### src/rtl/lem_pkg.sv
package lem_pkg;
    typedef enum logic {
        LEM_NORMAL = 1'b0,
        LEM_EXITED = 1'b1
    } lem_state_e;
endpackage

### src/rtl/lem_sat_cnt.sv
module lem_sat_cnt #(
    parameter int W = 16
) (
    input  logic         clk,
    input  logic         rst_n,
    input  logic         clr,
    input  logic         inc,
    output logic [W-1:0] cnt_q
);
    localparam logic [W-1:0] MAXV = '1;

    logic [W-1:0] cnt_d;

    always_comb begin
        cnt_d = cnt_q;
        if (clr) begin
            cnt_d = '0;
        end else if (inc && cnt_q != MAXV) begin
            cnt_d = cnt_q + 1'b1;
        end
    end

    always_ff @(posedge clk or negedge rst_n) begin
        if (!rst_n) cnt_q <= '0;
        else        cnt_q <= cnt_d;
    end


    no_wrap_chk: assert property (@(posedge clk) disable iff (!rst_n)
        (cnt_q == MAXV && !clr) |=> cnt_q == MAXV);


    clr_zero_chk: assert property (@(posedge clk) disable iff (!rst_n)
        clr |=> cnt_q == '0);


    hold_chk: assert property (@(posedge clk) disable iff (!rst_n)
        (!clr && !inc) |=> $stable(cnt_q));
endmodule

### src/rtl/lem_win.sv
module lem_win #(
    parameter int W       = 16,
    parameter int WIN_LEN = 64
) (
    input  logic         clk,
    input  logic         rst_n,
    input  logic         restart,
    input  logic         clr,
    input  logic         inc,
    output logic [W-1:0] prev_q,
    output logic         tick
);
    localparam int TMR_W = (WIN_LEN > 2) ? $clog2(WIN_LEN) : 1;
    localparam logic [TMR_W-1:0] LAST = TMR_W'(WIN_LEN - 1);
    localparam logic [W-1:0] MAXV = '1;

    typedef struct packed {
        logic [TMR_W-1:0] tmr;
        logic [W-1:0]     run;
        logic [W-1:0]     prev;
    } win_st_t;

    win_st_t st_d, st_q;
    logic [W-1:0] sum;

    assign tick   = (st_q.tmr == LAST);
    assign prev_q = st_q.prev;

    always_comb begin
        st_d = st_q;
        sum  = (inc && st_q.run != MAXV) ? st_q.run + 1'b1 : st_q.run;
        if (restart)   st_d.tmr = '0;
        else if (tick) st_d.tmr = '0;
        else           st_d.tmr = st_q.tmr + 1'b1;
        if (clr) begin
            st_d.run  = '0;
            st_d.prev = '0;
        end else if (tick) begin
            st_d.prev = sum;
            st_d.run  = '0;
        end else begin
            st_d.run  = sum;
        end
    end

    always_ff @(posedge clk or negedge rst_n) begin
        if (!rst_n) st_q <= '0;
        else        st_q <= st_d;
    end


    win_wrap_chk: assert property (@(posedge clk) disable iff (!rst_n)
        tick |=> st_q.tmr == '0 && st_q.run == '0);


    win_clr_chk: assert property (@(posedge clk) disable iff (!rst_n)
        clr |=> st_q.prev == '0);
endmodule

### src/rtl/lem_thr_fsm.sv
module lem_thr_fsm
    import lem_pkg::*;
#(
    parameter int              W       = 16,
    parameter logic [W-1:0]    THR_RST = 'h10
) (
    input  logic           clk,
    input  logic           rst_n,
    input  logic [W-1:0]   cnt,
    input  logic           no_exit,
    input  logic           leave,
    input  logic           wr_lo,
    input  logic           wr_hi,
    input  logic [W/2-1:0] wr_byte,
    output logic           exited
);
    localparam int HALF = W / 2;

    typedef struct packed {
        lem_state_e   st;
        logic [W-1:0] thr;
    } fsm_st_t;

    fsm_st_t fs_d, fs_q;

    always_comb begin
        fs_d = fs_q;
        if (wr_lo) fs_d.thr[HALF-1:0] = wr_byte;
        if (wr_hi) fs_d.thr[W-1:HALF] = wr_byte;
        if (leave) begin
            fs_d.st = LEM_NORMAL;
        end else if (fs_q.st == LEM_NORMAL && cnt > fs_q.thr && !no_exit) begin
            fs_d.st = LEM_EXITED;
        end
    end

    always_ff @(posedge clk or negedge rst_n) begin
        if (!rst_n) begin
            fs_q.st  <= LEM_NORMAL;
            fs_q.thr <= THR_RST;
        end else begin
            fs_q <= fs_d;
        end
    end

    assign exited = (fs_q.st == LEM_EXITED);


    no_exit_hold_chk: assert property (@(posedge clk) disable iff (!rst_n)
        (!exited && no_exit) |=> !exited);


    exit_sticky_chk: assert property (@(posedge clk) disable iff (!rst_n)
        (exited && !leave) |=> exited);
endmodule

### src/rtl/link_err_mon.sv
module link_err_mon #(
    parameter int                DATA_W  = 10,
    parameter int                CNT_W   = 16,
    parameter int                WIN_LEN = 64,
    parameter logic [CNT_W-1:0]  THR_RST = 'h10
) (
    input  logic               clk,
    input  logic               rst_n,
    input  logic               enable,
    input  logic               mask_8b10b,
    input  logic               no_exit,
    input  logic               win_sel,
    input  logic               evt_sel,
    input  logic               clr_err,
    input  logic               clr_link,
    input  logic               chan_rst,
    input  logic               thr_wr_lo,
    input  logic               thr_wr_hi,
    input  logic [CNT_W/2-1:0] thr_byte,
    input  logic               err_8b10b,
    input  logic               err_code,
    input  logic               loss_lock,
    input  logic               loss_clk,
    input  logic [DATA_W-1:0]  data_in,
    input  logic               data_vld_in,
    output logic [DATA_W-1:0]  data_out,
    output logic               data_vld_out,
    output logic [CNT_W-1:0]   err_cnt,
    output logic [CNT_W-1:0]   evt_cnt,
    output logic               err_exit
);
    logic             data_hit, link_hit;
    logic             err_clr, lnk_clr;
    logic [CNT_W-1:0] run_q, link_q, prev_q;
    logic             win_tick;

    assign data_hit = enable && ((err_8b10b && !mask_8b10b) || err_code);
    assign link_hit = enable && (loss_lock || loss_clk);
    assign err_clr  = clr_err  || chan_rst;
    assign lnk_clr  = clr_link || chan_rst;

    lem_sat_cnt #(.W(CNT_W)) u_run (
        .clk(clk), .rst_n(rst_n), .clr(err_clr), .inc(data_hit), .cnt_q(run_q)
    );

    lem_sat_cnt #(.W(CNT_W)) u_link (
        .clk(clk), .rst_n(rst_n), .clr(lnk_clr), .inc(link_hit), .cnt_q(link_q)
    );

    lem_win #(.W(CNT_W), .WIN_LEN(WIN_LEN)) u_win (
        .clk(clk), .rst_n(rst_n), .restart(chan_rst), .clr(err_clr),
        .inc(data_hit), .prev_q(prev_q), .tick(win_tick)
    );

    lem_thr_fsm #(.W(CNT_W), .THR_RST(THR_RST)) u_fsm (
        .clk(clk), .rst_n(rst_n), .cnt(run_q), .no_exit(no_exit),
        .leave(err_clr), .wr_lo(thr_wr_lo), .wr_hi(thr_wr_hi),
        .wr_byte(thr_byte), .exited(err_exit)
    );

    assign err_cnt      = win_sel ? prev_q : run_q;
    assign evt_cnt      = evt_sel ? run_q  : link_q;
    assign data_vld_out = data_vld_in && !err_exit;
    assign data_out     = err_exit ? '0 : data_in;


    gate_out_chk: assert property (@(posedge clk) disable iff (!rst_n)
        err_exit |-> (!data_vld_out && data_out == '0));


    mask_quiet_chk: assert property (@(posedge clk) disable iff (!rst_n)
        (mask_8b10b && !err_code && !err_clr) |=> $stable(run_q));


    chan_rst_chk: assert property (@(posedge clk) disable iff (!rst_n)
        chan_rst |=> (!err_exit && run_q == '0 && link_q == '0));


    tick_gap_chk: assert property (@(posedge clk) disable iff (!rst_n)
        (win_tick && !chan_rst) |=> !win_tick);
endmodule

### config.mk
export PLATFORM = sky130hd
export DESIGN_NAME = link_err_mon
export DESIGN_NICKNAME = d
export VERILOG_FILES = /design/src/rtl/lem_pkg.sv /design/src/rtl/lem_sat_cnt.sv /design/src/rtl/lem_win.sv /design/src/rtl/lem_thr_fsm.sv /design/src/rtl/link_err_mon.sv
export SDC_FILE = /design/constraint.sdc
export NUM_CORES = 1
export LEC_CHECK = 0
export BUFFER_PORTS_ARGS = -buffer_cell sky130_fd_sc_hd__buf_2
export CAP_MARGIN = 25
export CORE_MARGIN = 1
export CORE_UTILIZATION = 60
export CTS_BUF_LIST = sky130_fd_sc_hd__clkbuf_8
export DETAILED_ROUTE_END_ITERATION = 8
export GPL_ROUTABILITY_DRIVEN = 0
export MAX_ROUTING_LAYER = met4
export PLACE_DENSITY = 0.83
export RECOVER_POWER = 100
export SLEW_MARGIN = 20
export SYNTH_ARGS = -nofsm -noshare
export SYNTH_HDL_FRONTEND = slang
export SYNTH_HIERARCHICAL = 1
export SYNTH_SLANG_ARGS = --single-unit
### constraint.sdc
create_clock -name clk -period 4.3 [get_ports clk]
set_input_delay 0.645 -clock clk [delete_from_list [all_inputs] [get_ports clk]]
set_output_delay 0.645 -clock clk [all_outputs]
set_load 0.02 [all_outputs]
# ---- Word level (Yosys, flattened, before mapping)
# Index checks and enable logic that the tools add are counted.
dict set report classes {
  bitwise 1
  n_eq_ne 4
  reduce_logical 20
  n_addsub 4
  magnitude_cmp 1
  muxes 15
}
# operator count
set op_table {}
lappend op_table {{2-to-1 mux 16 bit} 9}
lappend op_table {{adder 16 x 1 -> 16 bit, second input constant} 3}
lappend op_table {{inequality test 16 bit, second input constant} 3}
lappend op_table {{2-to-1 mux 32 bit} 1}
lappend op_table {{> comparator 16 bit} 1}
lappend op_table {{2-to-1 mux 6 bit} 2}
lappend op_table {{2-to-1 mux 10 bit} 1}
lappend op_table {{logical AND 1 bit} 9}
lappend op_table {{nonzero test 2 bit} 4}
lappend op_table {{adder 6 x 1 -> 6 bit, second input constant} 1}
lappend op_table {{equality test 6 bit, second input constant} 1}
lappend op_table {{logical OR 1 bit} 4}
lappend op_table {{zero test 1 bit} 3}
lappend op_table {{2-to-1 mux 1 bit} 2}
lappend op_table {{inverter 1 bit} 1}
dict set report word_totals {
  regBits 87
  word_cells 53
  inputBits 35
  out_inout_bits 44
}

# ---- Longest topological paths before layout
dict set report logic_depth {
  depth_word 8
  ltp_mapped 7
  mapped_depth_nobuf 6
}

# ---- Modules after synthesis
# Netlist, hierarchy kept.
# module seq_area_each_um2 cells_each area_per_inst_um2 n_inst
set by_module_without_submodules {}
lappend by_module_without_submodules {lem_win 950.9 202 2010.7 1}
lappend by_module_without_submodules {lem_sat_cnt 400.4 98 942.2 2}
lappend by_module_without_submodules {lem_thr_fsm 426.7 109 993.5 1}
lappend by_module_without_submodules {link_err_mon 0.0 53 604.3 1}

# ---- Worst setup path after synthesis
# No wires, ideal clock.
dict set report synth_path {
  path_kind {input to register}
  startpoint {input port err_8b10b}
  endpoint {register u_win.st_q, in the netlist u_win/prev_q[14]}
  path_slack_ps 2029
  n_path_buf 1
  stages 7
  t_required_ps 4201
  setup_time_ps 99
  arrival_time_ps 2172
  path_cell_list {nor2b_1 > o21a_1 > buf_4 > and4_1 > nand2_1 > or4_4 > a311oi_1}
}
dict set report synth_between {
  elab_chain_len 7
}
# element line
set synth_lines {}
lappend synth_lines {{start: declaration} link_err_mon.sv:20} ;# input logic err_8b10b,
lappend synth_lines {{logical AND 1 bit} link_err_mon.sv:37} ;# assign data_hit = enable && ((err_8b10b && !mask_8b10b) || err_code);
lappend synth_lines {{logical OR 1 bit} link_err_mon.sv:37}
lappend synth_lines {{logical AND 1 bit} link_err_mon.sv:37}
lappend synth_lines {{net data_hit} link_err_mon.sv:32} ;# logic data_hit, link_hit;
lappend synth_lines {{logical AND 1 bit} lem_win.sv:31} ;# sum = (inc && st_q.run != MAXV) ? st_q.run + 1'b1 : st_q.run;
lappend synth_lines {{2-to-1 mux 16 bit} lem_win.sv:31}
lappend synth_lines {{2-to-1 mux 16 bit} lem_win.sv:38} ;# end else if (tick) begin
lappend synth_lines {{2-to-1 mux 32 bit} lem_win.sv:35} ;# if (clr) begin
lappend synth_lines {{end signal: assignment} lem_win.sv:48} ;# else st_q <= st_d;
lappend synth_lines {{end: declaration} lem_win.sv:23} ;# win_st_t st_d, st_q;
# The timed path passes the listed nets, and every way through them passes these cells. The select of a mux whose other input is x is not followed.
# A chain may end at the register's enable or synchronous reset.

# ---- Worst setup path after layout
dict set report layout_path {
  startpoint {input port chan_rst}
  endpoint {register u_win.st_q, in the netlist u_win/prev_q[15]}
}
dict set report layout_between {
  elab_chain_len 2
  elab_cells_between_ends 3
  classes_between {mux (1); reduce/logical (2)}
}
# element line
set layout_lines {}
lappend layout_lines {{start: declaration} link_err_mon.sv:16} ;# input logic chan_rst,
lappend layout_lines {{logical OR 1 bit *} link_err_mon.sv:39} ;# assign err_clr = clr_err || chan_rst;
lappend layout_lines {{net err_clr} link_err_mon.sv:33} ;# logic err_clr, lnk_clr;
lappend layout_lines {{2-to-1 mux 32 bit / nonzero test 2 bit (equally long branches)} -}
# The timed path passes the listed nets; every way through them passes the cells marked *.

==> out/results.tsv <==
stage	metric	value	unit
global_routing	grtUsageMet1	38.62	%
synthesis	ys_types	59	
timing	hold_viol	0	
finish	layout_commonest_cell	dfrtp_1	
finish	mostFrequentLayoutCells	dfrtp_1 (86), buf_2 (50), nand2_1 (47), a21oi_1 (43), o21ai_0 (29)	
worst_setup_path	ff2ff_path_depth	6	
finish	diodes	0	
finish	fin_nets	666	
pwr	leakagePower	0.002593	µW
pwr	combPwrFrac	9.3	%
synthesis	ys_async_sr_fraction	100.0	%
hold_path	min_from	u_win/st_q[32]$_DFF_PN0_	
hold_path	hold_path_depth	1	
global_routing	busiest_layer	met2	
pwr	vdd_ir_drop_max	0.2451	mV
worst_setup_path	r2r_start	u_win/st_q[32]$_DFF_PN0_	
timing	final.min_clock_period	3.108	ns
synthesis	synthTopCellsByArea	dfrtp_1 (39%), mux2_4 (5.5%), ha_1 (4.6%)	
global_routing	grt_use_met2	49.05	%
worst_setup_path	path_delay_family	simple AND/OR/NAND/NOR gates	
place	hpwl	9.430	mm
status	status	finished, violations left	
drt	wl_per_cell	18.48	µm
drt	drt_wl_total	13.36	mm
synthesis	synth_area	0.005493	mm²
worst_setup_path	path_buf_inv	1	
clocking	clkSlewWorstSetupHoldPaths	0.09	ns
synthesis	avgSynthCellArea	9.809	µm²
place	io_buffers	78	
synthesis	synth_cells	560	
pwr	power_density	258.2	mW/mm²
timing	rsz0062_at_grt	false	
drt	drc	4	
hold_path	worstHoldEndpoint	u_win/st_q[32]$_DFF_PN0_	
synthesis	syn-num-nets	615	
pwr	swShare	26.38	%
drt	drt-initial-drc-count	386	
pwr	p_clk_share	34.4	%
clocking	cts_inserted_buffers	9	
synthesis	synthFlopType	dfrtp_1	
worst_setup_path	cp_slowest_cell	or2_0	
timing	tns	0	ns
drt	antenna_left	0	
floorplanning	dieArea	0.009541	mm²
clocking	cts_setup_buffers	0	
pwr	p_sw	395.0	µW
timing	whs	0.4895	ns
clocking	worstSkewPairLatency	0.36	ns
pwr	power.total	1497	µW
finish	drive_above_1_share	17.07	%
worst_setup_path	crit_type	input port to flip-flop	
worst_setup_path	critPathArrivalTime	3.35	ns
global_routing	grt_max_degree	48	
synthesis	synth_seq_area_share	39.66	%
drt	drt_pass1_iterations	7	
worst_setup_path	required	4.55	ns
global_routing	grt_pass1_vias	4533	
worst_setup_path	start_kind	input port	
floorplanning	core	0.008806	mm²
finish	final_area	0.005799	mm²
place	place_area	0.005748	mm²
synthesis	yosysWarningCount	6	
synthesis	post-synth-top-area-cell	dfrtp_1	
clocking	cts-root-buf	clkbuf_8	
timing	drv_slew	86	
worst_setup_path	crit_chain	buf_2, or2_0, a21oi_1, a32oi_1, nand3_1	
clocking	clkSinkCount	87	
global_routing	track_usage	30.33	%
clocking	cts_hold_buf	0	
clocking	clk_path_buf_depth	2	
global_routing	grt_pass1_wl	22.30	mm
synthesis	synth_seq_cells	87	
worst_setup_path	cpPeakStageDelay	1.59	ns
floorplanning	io_pins	79	
job	drv_cap	2	
timing	max_freq	321.7	MHz
worst_setup_path	cp-end-kind	flip-flop	
clocking	post_cts_resized	0	
worst_setup_path	rr_endpoint	u_win/prev_q[12]$_DFFE_PN0P_	
timing	setup_viol	0	
drt	num_vias	4694	
pwr	internal_power	1102	µW
pwr	seqPwrFrac	56.4	%
global_routing	grt_antenna_before_repair	0	
timing	tightest_slew	2.584	ns
status	violations	DRC, capacitance limit, slew limit	
timing	skew	0.008505	ns
global_routing	grt-ovfl-total	0	
finish	syn_to_final_growth	5.581	%
global_routing	grt_use_met3	6.547	%
synthesis	netlist.area_leader.share	39.18	%
finish	final_util	65.86	%
hold_path	hold_class	flip-flop to flip-flop	
finish	fillers	748	
clocking	cts_tree	built	
floorplanning	initial_core_util	62.38	%
clocking	cts_max_level	3	
drt	viasPerCell	6.492	
floorplanning	die_y	97.68	µm
floorplanning	die_x	97.68	µm
timing	relSlewSlack	-72.27	%
synthesis	synth_edf_count	0	
timing	period_share	72.28	%
worst_setup_path	cp_max_fo	37	
worst_setup_path	r2r_slack	1.85	ns
floorplanning	fp-row-count	34	
-- cells in the mapped netlist, types with 14 or more instances --
cell type / n
mux2_4: 20
nor2_1: 22
or4_1: 14
nand2_1: 47
nand3_1: 14
dfrtp_1: 86
o21ai_0: 27
inv_1: 27
buf_4: 17
a21oi_1: 43
ha_1: 20
clkbuf_1: 15
nand4_1: 23
nor2b_1: 21
o31ai_1: 21
-- cell type report --
cell class                 count  area [µm²]  share of cell area [%]
tap                          108       135.1                   2.330
inverter                      28       105.1                   1.812
clock inverter                 5       35.03                  0.6041
multi-input combinational    406        2845                   49.06
clock buffer                  10       137.6                   2.373
timing repair buffer          79       362.8                   6.257
sequential                    87        2178                   37.56
-- kinds of logic after synthesis --
group / count (synthesis) / synth area share, %
XOR/XNOR: 4 / 0.6379
adder cells (fa/ha/maj): 20 / 4.556
flip-flops: 87 / 39.66
multiplexers: 43 / 10.14
AND/OR/NAND/NOR: 207 / 22.85
AO/OA/AOI/OAI: 132 / 15.15
buffers and inverters: 67 / 7.016
-- registers in the layout, indices dropped and copies added, names as in the netlist --
name / count
u_run/cnt_q: 16
u_win/prev_q: 16
u_win/st_q: 22
u_link/cnt_q: 16
u_fsm/exited: 1
u_fsm/fs_q: 16
-- per-layer routing --
layer	part of all wire, %	vias up
li1	-	2183
met1	43	2289
met2	49	208
met3	7.3	14
met4	0.91	0
met5	0	-
-- how the worst max path moves through the flow --
| stage | startpoint | to | cells past startpoint |
|---|---|---|---|
| after global placement | mask_8b10b | u_run/cnt_q[3]$_DFFE_PN0P_ | 6 |
| final | chan_rst | u_win/prev_q[15]$_DFFE_PN0P_ | 5 |
| after CTS | u_win/st_q[32]$_DFF_PN0_ | u_win/prev_q[12]$_DFFE_PN0P_ | 6 |
| after detailed placement | mask_8b10b | u_run/cnt_q[3]$_DFFE_PN0P_ | 6 |
| after floorplan | err_8b10b | u_win/prev_q[14]$_DFFE_PN0P_ | 7 |
| after global routing | chan_rst | u_win/prev_q[15]$_DFFE_PN0P_ | 5 |
-- power groups by stage --
stage	Clock [µW]	Combinational, µW	Sequential (µW)
after floorplan	0	91.1	857
final	514	139	844
after global placement	0	137	859
after global routing	565	156	845
after CTS	526	143	844
after detailed placement	0	143	860
-- per-stage QoR --
stage / instances / setup slack [ns]
2_1_floorplan: 560 / 2.029
3_3_place_gp: 708 / 1.718
3_5_place_dp: 708 / 1.654
4_1_cts: 723 / 1.938
5_1_grt: 723 / 0.9697
6_report: 723 / 1.192
Note: power is estimated with default switching activity, not from simulation.
